**src/rtl/fracdiv_pkg.sv**
```systemverilog
package fracdiv_pkg;

    localparam int FD_FIELD_W = 12;

    typedef enum logic {
        DIV_FIRST  = 1'b0,
        DIV_SECOND = 1'b1
    } div_sel_e;

    // True when the period now ending closes a whole sequence
    function automatic logic seq_closes(input logic dual, input div_sel_e sel);
        return !dual || (sel == DIV_SECOND);
    endfunction

endpackage

```
**src/rtl/fd_period_ctr.sv**
```systemverilog
module fd_period_ctr #(
    parameter int W = fracdiv_pkg::FD_FIELD_W
) (
    input  logic         clk,
    input  logic         rst,
    input  logic         en,
    input  logic         go,
    input  logic [W-1:0] len_m1,
    output logic [W-1:0] cyc,
    output logic         wrap
);
    logic at_last;

    assign at_last = (cyc == len_m1);
    assign wrap    = go && at_last;

    always_ff @(posedge clk) begin
        if (rst || !en) begin
            cyc <= '0;
        end else if (go) begin
            cyc <= at_last ? '0 : cyc + 1'b1;
        end
    end
endmodule

```
**src/rtl/fd_phase_seq.sv**
```systemverilog
module fd_phase_seq
    import fracdiv_pkg::*;
#(
    parameter int W = FD_FIELD_W
) (
    input  logic         clk,
    input  logic         rst,
    input  logic         en,
    input  logic         run,
    input  logic         wrap,
    input  logic         dual_i,
    input  logic [W-1:0] div_a_i,
    input  logic [W-1:0] rep_a_i,
    input  logic [W-1:0] div_b_i,
    input  logic [W-1:0] rep_b_i,
    output div_sel_e     sel,
    output logic         dual_o,
    output logic [W-1:0] len_m1
);
    localparam int CFG_W = 4 * W + 1;

    logic [CFG_W-1:0] cfg_q;
    logic [CFG_W-1:0] cfg_in;
    logic [W-1:0]     div_a_q, rep_a_q, div_b_q, rep_b_q;
    logic [W-1:0]     rep_q;
    logic             rep_last;

    assign cfg_in = {dual_i, div_a_i, rep_a_i, div_b_i, rep_b_i};
    assign {dual_o, div_a_q, rep_a_q, div_b_q, rep_b_q} = cfg_q;

    assign len_m1   = (sel == DIV_SECOND) ? div_b_q : div_a_q;
    assign rep_last = (rep_q == ((sel == DIV_SECOND) ? rep_b_q : rep_a_q));

    always_ff @(posedge clk) begin
        if (rst || !en) begin
            cfg_q <= cfg_in;
            sel   <= DIV_FIRST;
            rep_q <= '0;
        end else if (!run) begin
            cfg_q <= cfg_in;
        end else if (wrap) begin
            if (!dual_o) begin
                cfg_q <= cfg_in;
            end else if (rep_last) begin
                rep_q <= '0;
                if (seq_closes(dual_o, sel)) begin
                    sel   <= DIV_FIRST;
                    cfg_q <= cfg_in;
                end else begin
                    sel <= DIV_SECOND;
                end
            end else begin
                rep_q <= rep_q + 1'b1;
            end
        end
    end
endmodule

```
**src/rtl/fracdiv_top.sv**
```systemverilog
module fracdiv_top
    import fracdiv_pkg::*;
#(
    parameter int W = FD_FIELD_W
) (
    input  logic         clk,
    input  logic         rst,
    input  logic         en,
    input  logic         dual_mode,
    input  logic [W-1:0] div_a_fld,
    input  logic [W-1:0] rep_a_fld,
    input  logic [W-1:0] div_b_fld,
    input  logic [W-1:0] rep_b_fld,
    output logic         clk_out,
    output logic         period_start,
    output logic         active_sel
);
    logic         run_q;
    logic         go;
    logic         per_wrap;
    logic         cfg_dual;
    logic [W-1:0] cyc;
    logic [W-1:0] len_m1;
    logic [W:0]   len;
    logic [W:0]   hi_len;
    div_sel_e     sel;

    always_ff @(posedge clk) begin
        if (rst) run_q <= 1'b0;
        else     run_q <= en;
    end

    assign go = run_q && en;

    fd_period_ctr #(.W(W)) u_ctr (
        .clk    (clk),
        .rst    (rst),
        .en     (en),
        .go     (go),
        .len_m1 (len_m1),
        .cyc    (cyc),
        .wrap   (per_wrap)
    );

    fd_phase_seq #(.W(W)) u_seq (
        .clk     (clk),
        .rst     (rst),
        .en      (en),
        .run     (run_q),
        .wrap    (per_wrap),
        .dual_i  (dual_mode),
        .div_a_i (div_a_fld),
        .rep_a_i (rep_a_fld),
        .div_b_i (div_b_fld),
        .rep_b_i (rep_b_fld),
        .sel     (sel),
        .dual_o  (cfg_dual),
        .len_m1  (len_m1)
    );

    assign len    = {1'b0, len_m1} + 1'b1;
    assign hi_len = (len_m1 == '0) ? {{W{1'b0}}, 1'b1} : (len >> 1);

    assign clk_out      = run_q && ({1'b0, cyc} < hi_len);
    assign period_start = run_q && (cyc == '0);
    assign active_sel   = run_q && (sel == DIV_SECOND);
endmodule

```
**config.mk**
```make
export PLATFORM = sky130hd
export DESIGN_NAME = fracdiv_top
export DESIGN_NICKNAME = d
export VERILOG_FILES = /design/src/rtl/fracdiv_pkg.sv /design/src/rtl/fd_period_ctr.sv /design/src/rtl/fd_phase_seq.sv /design/src/rtl/fracdiv_top.sv
export SDC_FILE = /design/constraint.sdc
export NUM_CORES = 1
export LEC_CHECK = 0
export BUFFER_PORTS_ARGS = -buffer_cell sky130_fd_sc_hd__clkbuf_2
export CAP_MARGIN = 20
export CORE_MARGIN = 2
export CORE_UTILIZATION = 58
export DETAILED_ROUTE_END_ITERATION = 6
export GPL_TIMING_DRIVEN = 0
export PLACE_DENSITY = 0.82
export SLEW_MARGIN = 0
export SYNTH_ARGS = -nofsm -noshare
export SYNTH_HDL_FRONTEND = slang
export SYNTH_SLANG_ARGS = --single-unit
export TNS_END_PERCENT = 20
```
**constraint.sdc**
```tcl
create_clock -name clk -period 6 [get_ports clk]
set_input_delay 0.9 -clock clk [delete_from_list [all_inputs] [get_ports clk]]
set_output_delay 0.9 -clock clk [all_outputs]
set_load 0.1 [all_outputs]
```
==> results of run 1 <==
-- flip-flops by register name (all words and copies together), names as in the netlist --
name / count
u_seq.cfg_q: 49
u_ctr.cyc: 12
u_seq.rep_q: 12
run_q: 1
u_seq.sel: 1
-- synth_stat cells (3+ instances only) --
cell type and number:
a21oi_1 5, and3_1 6, buf_2 9, buf_6 3
clkbuf_1 6, dfxtp_1 26, edfxtp_1 49, ha_1 16
inv_1 6, mux2i_1 28, nand2_1 23, nand2b_1 5
nand3_1 10, nand4_1 11, nor2_1 37, nor2b_1 49
nor3_1 6, nor4_1 10, nor4b_1 4, o21ai_0 5
or3_1 3, xnor2_1 34, xor2_1 20
-- power by group through the flow --
| stage | Clock, W | Sequential, W | Combinational, W |
|---|---|---|---|
| CTS | 0.000439 | 0.000589 | 0.000113 |
| finish | 0.000433 | 0.000588 | 0.000113 |
| global route | 0.000468 | 0.000591 | 0.000124 |
| global placement | 0 | 0.000600 | 0.000106 |
| floorplan | 0 | 0.000598 | 0.0000768 |
| detailed placement | 0 | 0.000601 | 0.000112 |
-- layout make-up --
| cell class | instances | area (sq um) | area share (%) |
|---|---|---|---|
| Multi-Input combinational cell | 295 | 2070 | 43.0 |
| Sequential cell | 75 | 1990 | 41.3 |
| Timing Repair Buffer | 55 | 290 | 6.02 |
| Clock buffer | 10 | 128 | 2.65 |
| Tap cell | 96 | 120 | 2.49 |
| Buffer | 19 | 109 | 2.26 |
| Clock inverter | 6 | 88.8 | 1.84 |
| Inverter | 6 | 22.5 | 0.467 |
-- metal layers --
layer,GRT usage (%),wire (um),vias to the layer above
li1,-,-,1513
met1,30.9,3990,1392
met2,34.5,3730,75
met3,5.82,352,11
met4,8.01,107,0
met5,0,0,-
-- metrics by stage --
stage | instances | hold WS, ns | power [W]
finish | 562 | 0.574 | 0.00113
CTS | 562 | 0.571 | 0.00114
global placement | 545 | 0.531 | 0.000706
floorplan | 395 | 0.505 | 0.000675
detailed placement | 546 | 0.552 | 0.000712
global route | 562 | 0.590 | 0.00118
-- cell usage in the layout, fill, tap and decap left out, drive strengths merged, types with 3 or more instances in the layout --
cell    Yosys  routed
ha         16      16
xnor2      34      34
a21oi       5       5
clkbuf      6      70
xor2       20      20
nand2      23      23
or4         3       3
edfxtp     49      49
nor2b      49      49
buf        13      14
and3        6       6
nand4      11      11
nor2       38      38
o21ai       7       7
nand3      10      10
dfxtp      26      26
or3         3       3
nor3        6       6
nor4b       4       4
inv         6       7
mux2i      28      28
nand2b      5       5
nor4       10      10
-- worst paths after layout --
check / startpoint / to / cells after the start
max: u_seq.sel$_SDFFE_PP0P_ / clk_out / 15
min: u_seq.rep_q[11]$_SDFFE_PP0P_ / u_seq.rep_q[11]$_SDFFE_PP0P_ / 2
max reg2reg: u_seq.sel$_SDFFE_PP0P_ / u_seq.cfg_q[22]$_DFFE_PP_ / 11
min reg2reg: u_seq.rep_q[11]$_SDFFE_PP0P_ / u_seq.rep_q[11]$_SDFFE_PP0P_ / 2
-- critical path: stages (launching register included) --
cell and delay (ns):
dfxtp_1 0.34, buf_6 0.15, buf_6 0.18, mux2i_1 0.47, inv_1 0.10, ha_1 0.26
and3_1 0.20, xor2_1 0.17, ha_1 0.33, a2111oi_0 0.34, o21ai_0 0.14, o211ai_1 0.11
o2bb2ai_1 0.17, nand2_1 0.10, o21ai_0 0.24, clkbuf_2 0.51
-- logic make-up (layout without fill, tap and decap cells) --
kind of cell             Yosys count  in the layout  share of synthesized area (%)
AO/OA/AOI/OAI                     21             21                           3.50
XOR/XNOR                          54             54                           11.3
adder cells (fa/ha/maj)           16             16                           4.78
buffers and inverters             25             96                           3.14
flip-flops                        75             75                           47.6
multiplexers                      30             30                           7.24
AND/OR/NAND/NOR                  174            174                           22.4
==> results.py, run 1 <==
metrics = {
    "outcome": {
        "status": "finished clean",
    },
    "clock_tree": {
        "cts.sinks": 75,
        "cts_tree": "done",
        "cts_inserted_buffers": 9,
        "root_buffer": "clkbuf_8",
        "cts_resized": 0,
        "cts_buffer_depth": 2,
        "clkLatencyLatePin_ns": 0.35,
        "clkTransAtPathRegs_ns": 0.08,
        "htreeDepth": 3,
        "holdBufCountCts": 0,
        "post_cts_buffers": 0,
    },
    "run": {
        "drv_cap": 0,
    },
    "logic_synthesis": {
        "netlist_area_sq_um": 4180,
        "synth_top_area_share_pct": 35.2,
        "synth.area.top_cells": "edfxtp_1 35%, dfxtp_1 12%, nor2b_1 7.3%, xnor2_1 7.1%, mux2i_1 6.7%",
        "synth_cells": 395,
        "async_flop_share_pct": 0,
        "ys.flop_type": "edfxtp_1",
        "syn-num-nets": 463,
        "yosysTopAreaCell": "edfxtp_1",
        "yosysSeqAreaShare_pct": 47.6,
        "yosysUniqueCellTypes": 43,
        "ys_warn_count": 0,
        "post_synth.cell_area_avg_sq_um": 10.6,
        "synth_edf_count": 49,
        "synth_seq_cells": 75,
    },
    "floorplan": {
        "row_count": 30,
        "initial_utilization_pct": 60.9,
        "die_y_um": 88.9,
        "die_area_sq_um": 7910,
        "core_area_sq_um": 6870,
        "die_x_um": 88.9,
        "io_pins": 55,
    },
    "power_and_ir_drop": {
        "seq_power_share_pct": 51.9,
        "p_switching_w": 0.000270,
        "power.density_nw_per_um2": 235,
        "clkPwrFrac_pct": 38.2,
        "power_frac_comb_pct": 9.9,
        "ir_worst_vdd_v": 0.000149,
        "power.internal_w": 0.000864,
        "netSwitchingFraction_pct": 23.8,
        "power.static_leakage_nw": 1.83,
    },
    "timing": {
        "hold_viol_final": 0,
        "worstMarginPinSlew_ns": 0.577,
        "fmax_ghz": 0.198,
        "slew_viol_final": 0,
        "finalSetupTns_ns": 0,
        "fin_skew_ns": 0.0103,
        "rsz0062_at_grt": "false",
        "fin_crit_ns": 5.06,
        "setup_viol": 0,
        "setup_ws_ns": 0.939,
        "slew_headroom_pct": 60.4,
        "period_share_pct": 84.4,
    },
    "worst_hold_path": {
        "hp-class": "reg2reg",
    },
    "global_route": {
        "antenna_found_initial": 0,
        "grt_overflow_total": 0,
        "grt_max_degree": 35,
        "grt_pass1_wl_mm": 13.2,
        "grt_usage_pct": 22.4,
        "grt_pass1_vias": 2819,
    },
    "route": {
        "wire_per_inst_um": 14.5,
        "ant_nets": 0,
        "wirelength_mm": 8.17,
        "vias": 2991,
        "via_per_inst": 5.32,
        "drt_iter0_markers": 160,
        "drt-pass1-iter-count": 4,
        "drc": 0,
    },
    "cells_and_area": {
        "layout.nets": 529,
        "drive_gt1_share_pct": 19.3,
        "syn_to_final_growth_pct": 15.3,
        "n_fill_cell": 516,
        "fin_area_sq_um": 4820,
        "antenna_cells": 0,
        "final_util_pct": 70.2,
    },
    "place": {
        "portBuffers": 54,
        "postPlaceCellArea_sq_um": 4610,
        "dp_hpwl_mm": 6.03,
        "place_ws_ns": 1.40,
        "gp_congestion": 0.869,
    },
    "setup_path": {
        "worst-setup-path-type": "reg2out",
        "startpoint_type": "flop",
        "critPathMaxFanout": 10,
        "cp.required_ns": 5.10,
        "arrival_ns": 4.16,
        "r2r_setup_slack_ns": 2.61,
        "end_kind": "output port",
    },
}
No activity file was read; power rests on OpenSTA's default activity.
==> run 2, diff against run 1 <==
- CORE_UTILIZATION: 58 -> 52
- PLACE_DENSITY: 0.82 -> 0.78
- clock period: 6 -> 4.4 ns (I/O delays scaled with it)
==> run 2 against run 1 <==
  * Clock power is 36% higher
  * Hold slack worse by 0.0017 ns
  * Wire length is 0.33% lower
  * Die area is 11% higher
  * Worst setup slack worse by 0.80 ns
  * Flip-flop and latch count stayed put
  * Highest routed layer unchanged
==> results.py, run 2 (synthesized netlist as in run 1, its figures left out) <==
metrics = {
    "setup_path": {
        "r2r_start": "u_seq.sel$_SDFFE_PP0P_",
        "r2r_cells": 12,
        "slowest_stage": "dfxtp_1",
        "cp.required_ns": 3.74,
        "arrival_ns": 3.60,
        "critPathMaxFanout": 10,
        "worst-setup-path-type": "reg2out",
        "startpoint_type": "flop",
        "slowest_delay_ns": 0.31,
        "crit_path_cell_trace": "buf_6, buf_12, buf_6, nand3b_1, a21o_1, nor3_2, and3_4, xor2_1, ha_1, a2111oi_4, o21ai_1, o211ai_1, o2bb2ai_2, nand2_1, o21ai_2, buf_12",
        "r2r_setup_slack_ns": 0.65,
        "end_kind": "output port",
        "timing.rr.end": "u_seq.cfg_q[40]$_DFFE_PP_",
    },
    "route": {
        "via_per_inst": 5.21,
        "drc": 0,
        "vias": 2988,
        "drt-pass1-iter-count": 4,
        "ant_nets": 0,
        "drt_iter0_markers": 160,
        "wirelength_mm": 8.15,
        "wire_per_inst_um": 14.2,
    },
    "global_route": {
        "grt_pass1_wl_mm": 13.3,
        "met2_usage_pct": 30.5,
        "use_met3_pct": 3.05,
        "antenna_found_initial": 0,
        "grt_pass1_vias": 2820,
        "grt_usage_pct": 19.8,
        "grt_overflow_total": 0,
        "top_usage_layer": "met2",
        "met1_usage_pct": 27.4,
        "grt_max_degree": 26,
    },
    "worst_hold_path": {
        "hold_path_end": "u_seq.rep_q[11]$_SDFFE_PP0P_",
        "hp-class": "reg2reg",
        "hold_depth": 2,
        "min_from": "u_seq.rep_q[11]$_SDFFE_PP0P_",
    },
    "timing": {
        "hold_viol_final": 0,
        "setup_viol": 0,
        "slew_headroom_pct": 43.9,
        "whs_ns": 0.573,
        "fin_skew_ns": 0.00999,
        "worstMarginPinSlew_ns": 0.839,
        "fmax_ghz": 0.234,
        "period_share_pct": 96.9,
        "fin_crit_ns": 4.26,
        "slew_viol_final": 0,
    },
    "floorplan": {
        "io_pins": 55,
        "row_count": 32,
        "die_y_um": 93.7,
        "die_x_um": 93.7,
        "core_area_sq_um": 7770,
        "initial_utilization_pct": 53.9,
        "die_area_sq_um": 8780,
    },
    "cells_and_area": {
        "reg_top3": "u_seq.cfg_q: 49 flops, u_ctr.cyc: 12 flops, u_seq.rep_q: 12 flops",
        "layout.nets": 534,
        "largest_register_ffs": 49,
        "antenna_cells": 0,
        "syn_to_final_growth_pct": 19.3,
        "final_common_cell": "clkbuf_2",
        "drive_gt1_share_pct": 22.5,
        "layout_common_cells": "53 x clkbuf_2, 49 x nor2b_1, 49 x edfxtp_1",
        "final_util_pct": 64.2,
        "top_register": "u_seq.cfg_q",
    },
    "clock_tree": {
        "root_buffer": "clkbuf_8",
        "holdBufCountCts": 0,
        "clkTransAtPathRegs_ns": 0.08,
        "cts_tree": "done",
        "htreeDepth": 3,
        "cts_inserted_buffers": 9,
        "cts_buffer_depth": 2,
        "clkLatencyLatePin_ns": 0.35,
        "cts.sinks": 75,
    },
    "run": {
        "drv_cap": 0,
    },
    "power_and_ir_drop": {
        "power.density_nw_per_um2": 312,
        "power_w": 0.00156,
        "ir_worst_vdd_v": 0.000258,
        "power.static_leakage_nw": 1.88,
    },
    "place": {
        "dp_hpwl_mm": 5.87,
        "portBuffers": 54,
        "gp_congestion": 0.877,
    },
    "outcome": {
        "status": "finished clean",
    },
}
-- run 2: changes by cell type in the layout (fill, tap and decap cells not counted), moves of 2 or more --
| cell | before | now |
|---|---|---|
| buf_4 | 1 | 6 |
| mux2i_1 | 28 | 25 |
| mux2i_4 | 0 | 3 |
| and3_1 | 6 | 4 |
| and3_4 | 0 | 2 |
| o21ai_0 | 5 | 3 |
-- run 2: layer usage --
metal / vias to the layer above / share of wire, %
li1: 1522 / -
met2: 85 / 46
met4: 0 / 2.6
met5: - / 0
met1: 1363 / 47
met3: 18 / 4.6
-- run 2: layout make-up --
cell class	instances	area, sq um
buffer	19	124
clock buffer	10	128
clock inverter	6	90.1
fill	607	2780
inverter	6	22.5
multi-input combinational	295	2160
sequential	75	1990
tap	102	128
timing repair buffer	60	350
-- run 2: worst max-delay path by stage --
stage,end,slack [ns],depth (start not counted),from
final,clk_out,0.14,16,u_seq.sel$_SDFFE_PP0P_
after detailed placement,clk_out,0.06,16,u_seq.sel$_SDFFE_PP0P_
after CTS,clk_out,0.004,16,u_seq.sel$_SDFFE_PP0P_
after floorplan,clk_out,-0.26,15,u_seq.sel$_SDFFE_PP0P_
after global routing,clk_out,-0.03,16,u_seq.sel$_SDFFE_PP0P_
after global placement,u_seq.cfg_q[29]$_DFFE_PP_,-0.14,10,u_seq.sel$_SDFFE_PP0P_
-- run 2: worst max-delay path, delay by kind of cell, from the launching register on --
kind	cells	cell delay (ns)
buf+inv	4	0.63
xor+xnor	1	0.16
compound gates	6	1.08
flops	1	0.31
fa+ha+maj	1	0.30
simple gates	4	0.76
-- run 2: where the power goes --
group          switching, W  internal, W
combinational     0.0000871    0.0000756
clock              0.000267     0.000322
sequential        0.0000161     0.000789
total              0.000370      0.00119
-- run 2: through the flow --
| stage | setup TNS [ns] | setup WS [ns] | std cells | area (sq um) |
|---|---|---|---|---|
| 3_5_place_dp | 0 | 0.0564 | 552 | 4620 |
| 5_1_grt | -0.0326 | -0.0326 | 573 | 4990 |
| 2_1_floorplan | -0.261 | -0.261 | 395 | 4190 |
| 4_1_cts | 0 | 0.00381 | 568 | 4880 |
| 3_3_place_gp | -6.70 | -0.140 | 551 | 4590 |
| 6_report | 0 | 0.135 | 573 | 4990 |
-- run 2: repair_timing --
item                                    CTS  global route
cloned                                    0             0
gates resized for setup                  10            14
setup buffers                             0             5
endpoints found under the setup margin    1             1
endpoints found under the hold margin     0             0
pin swaps                                 0             6
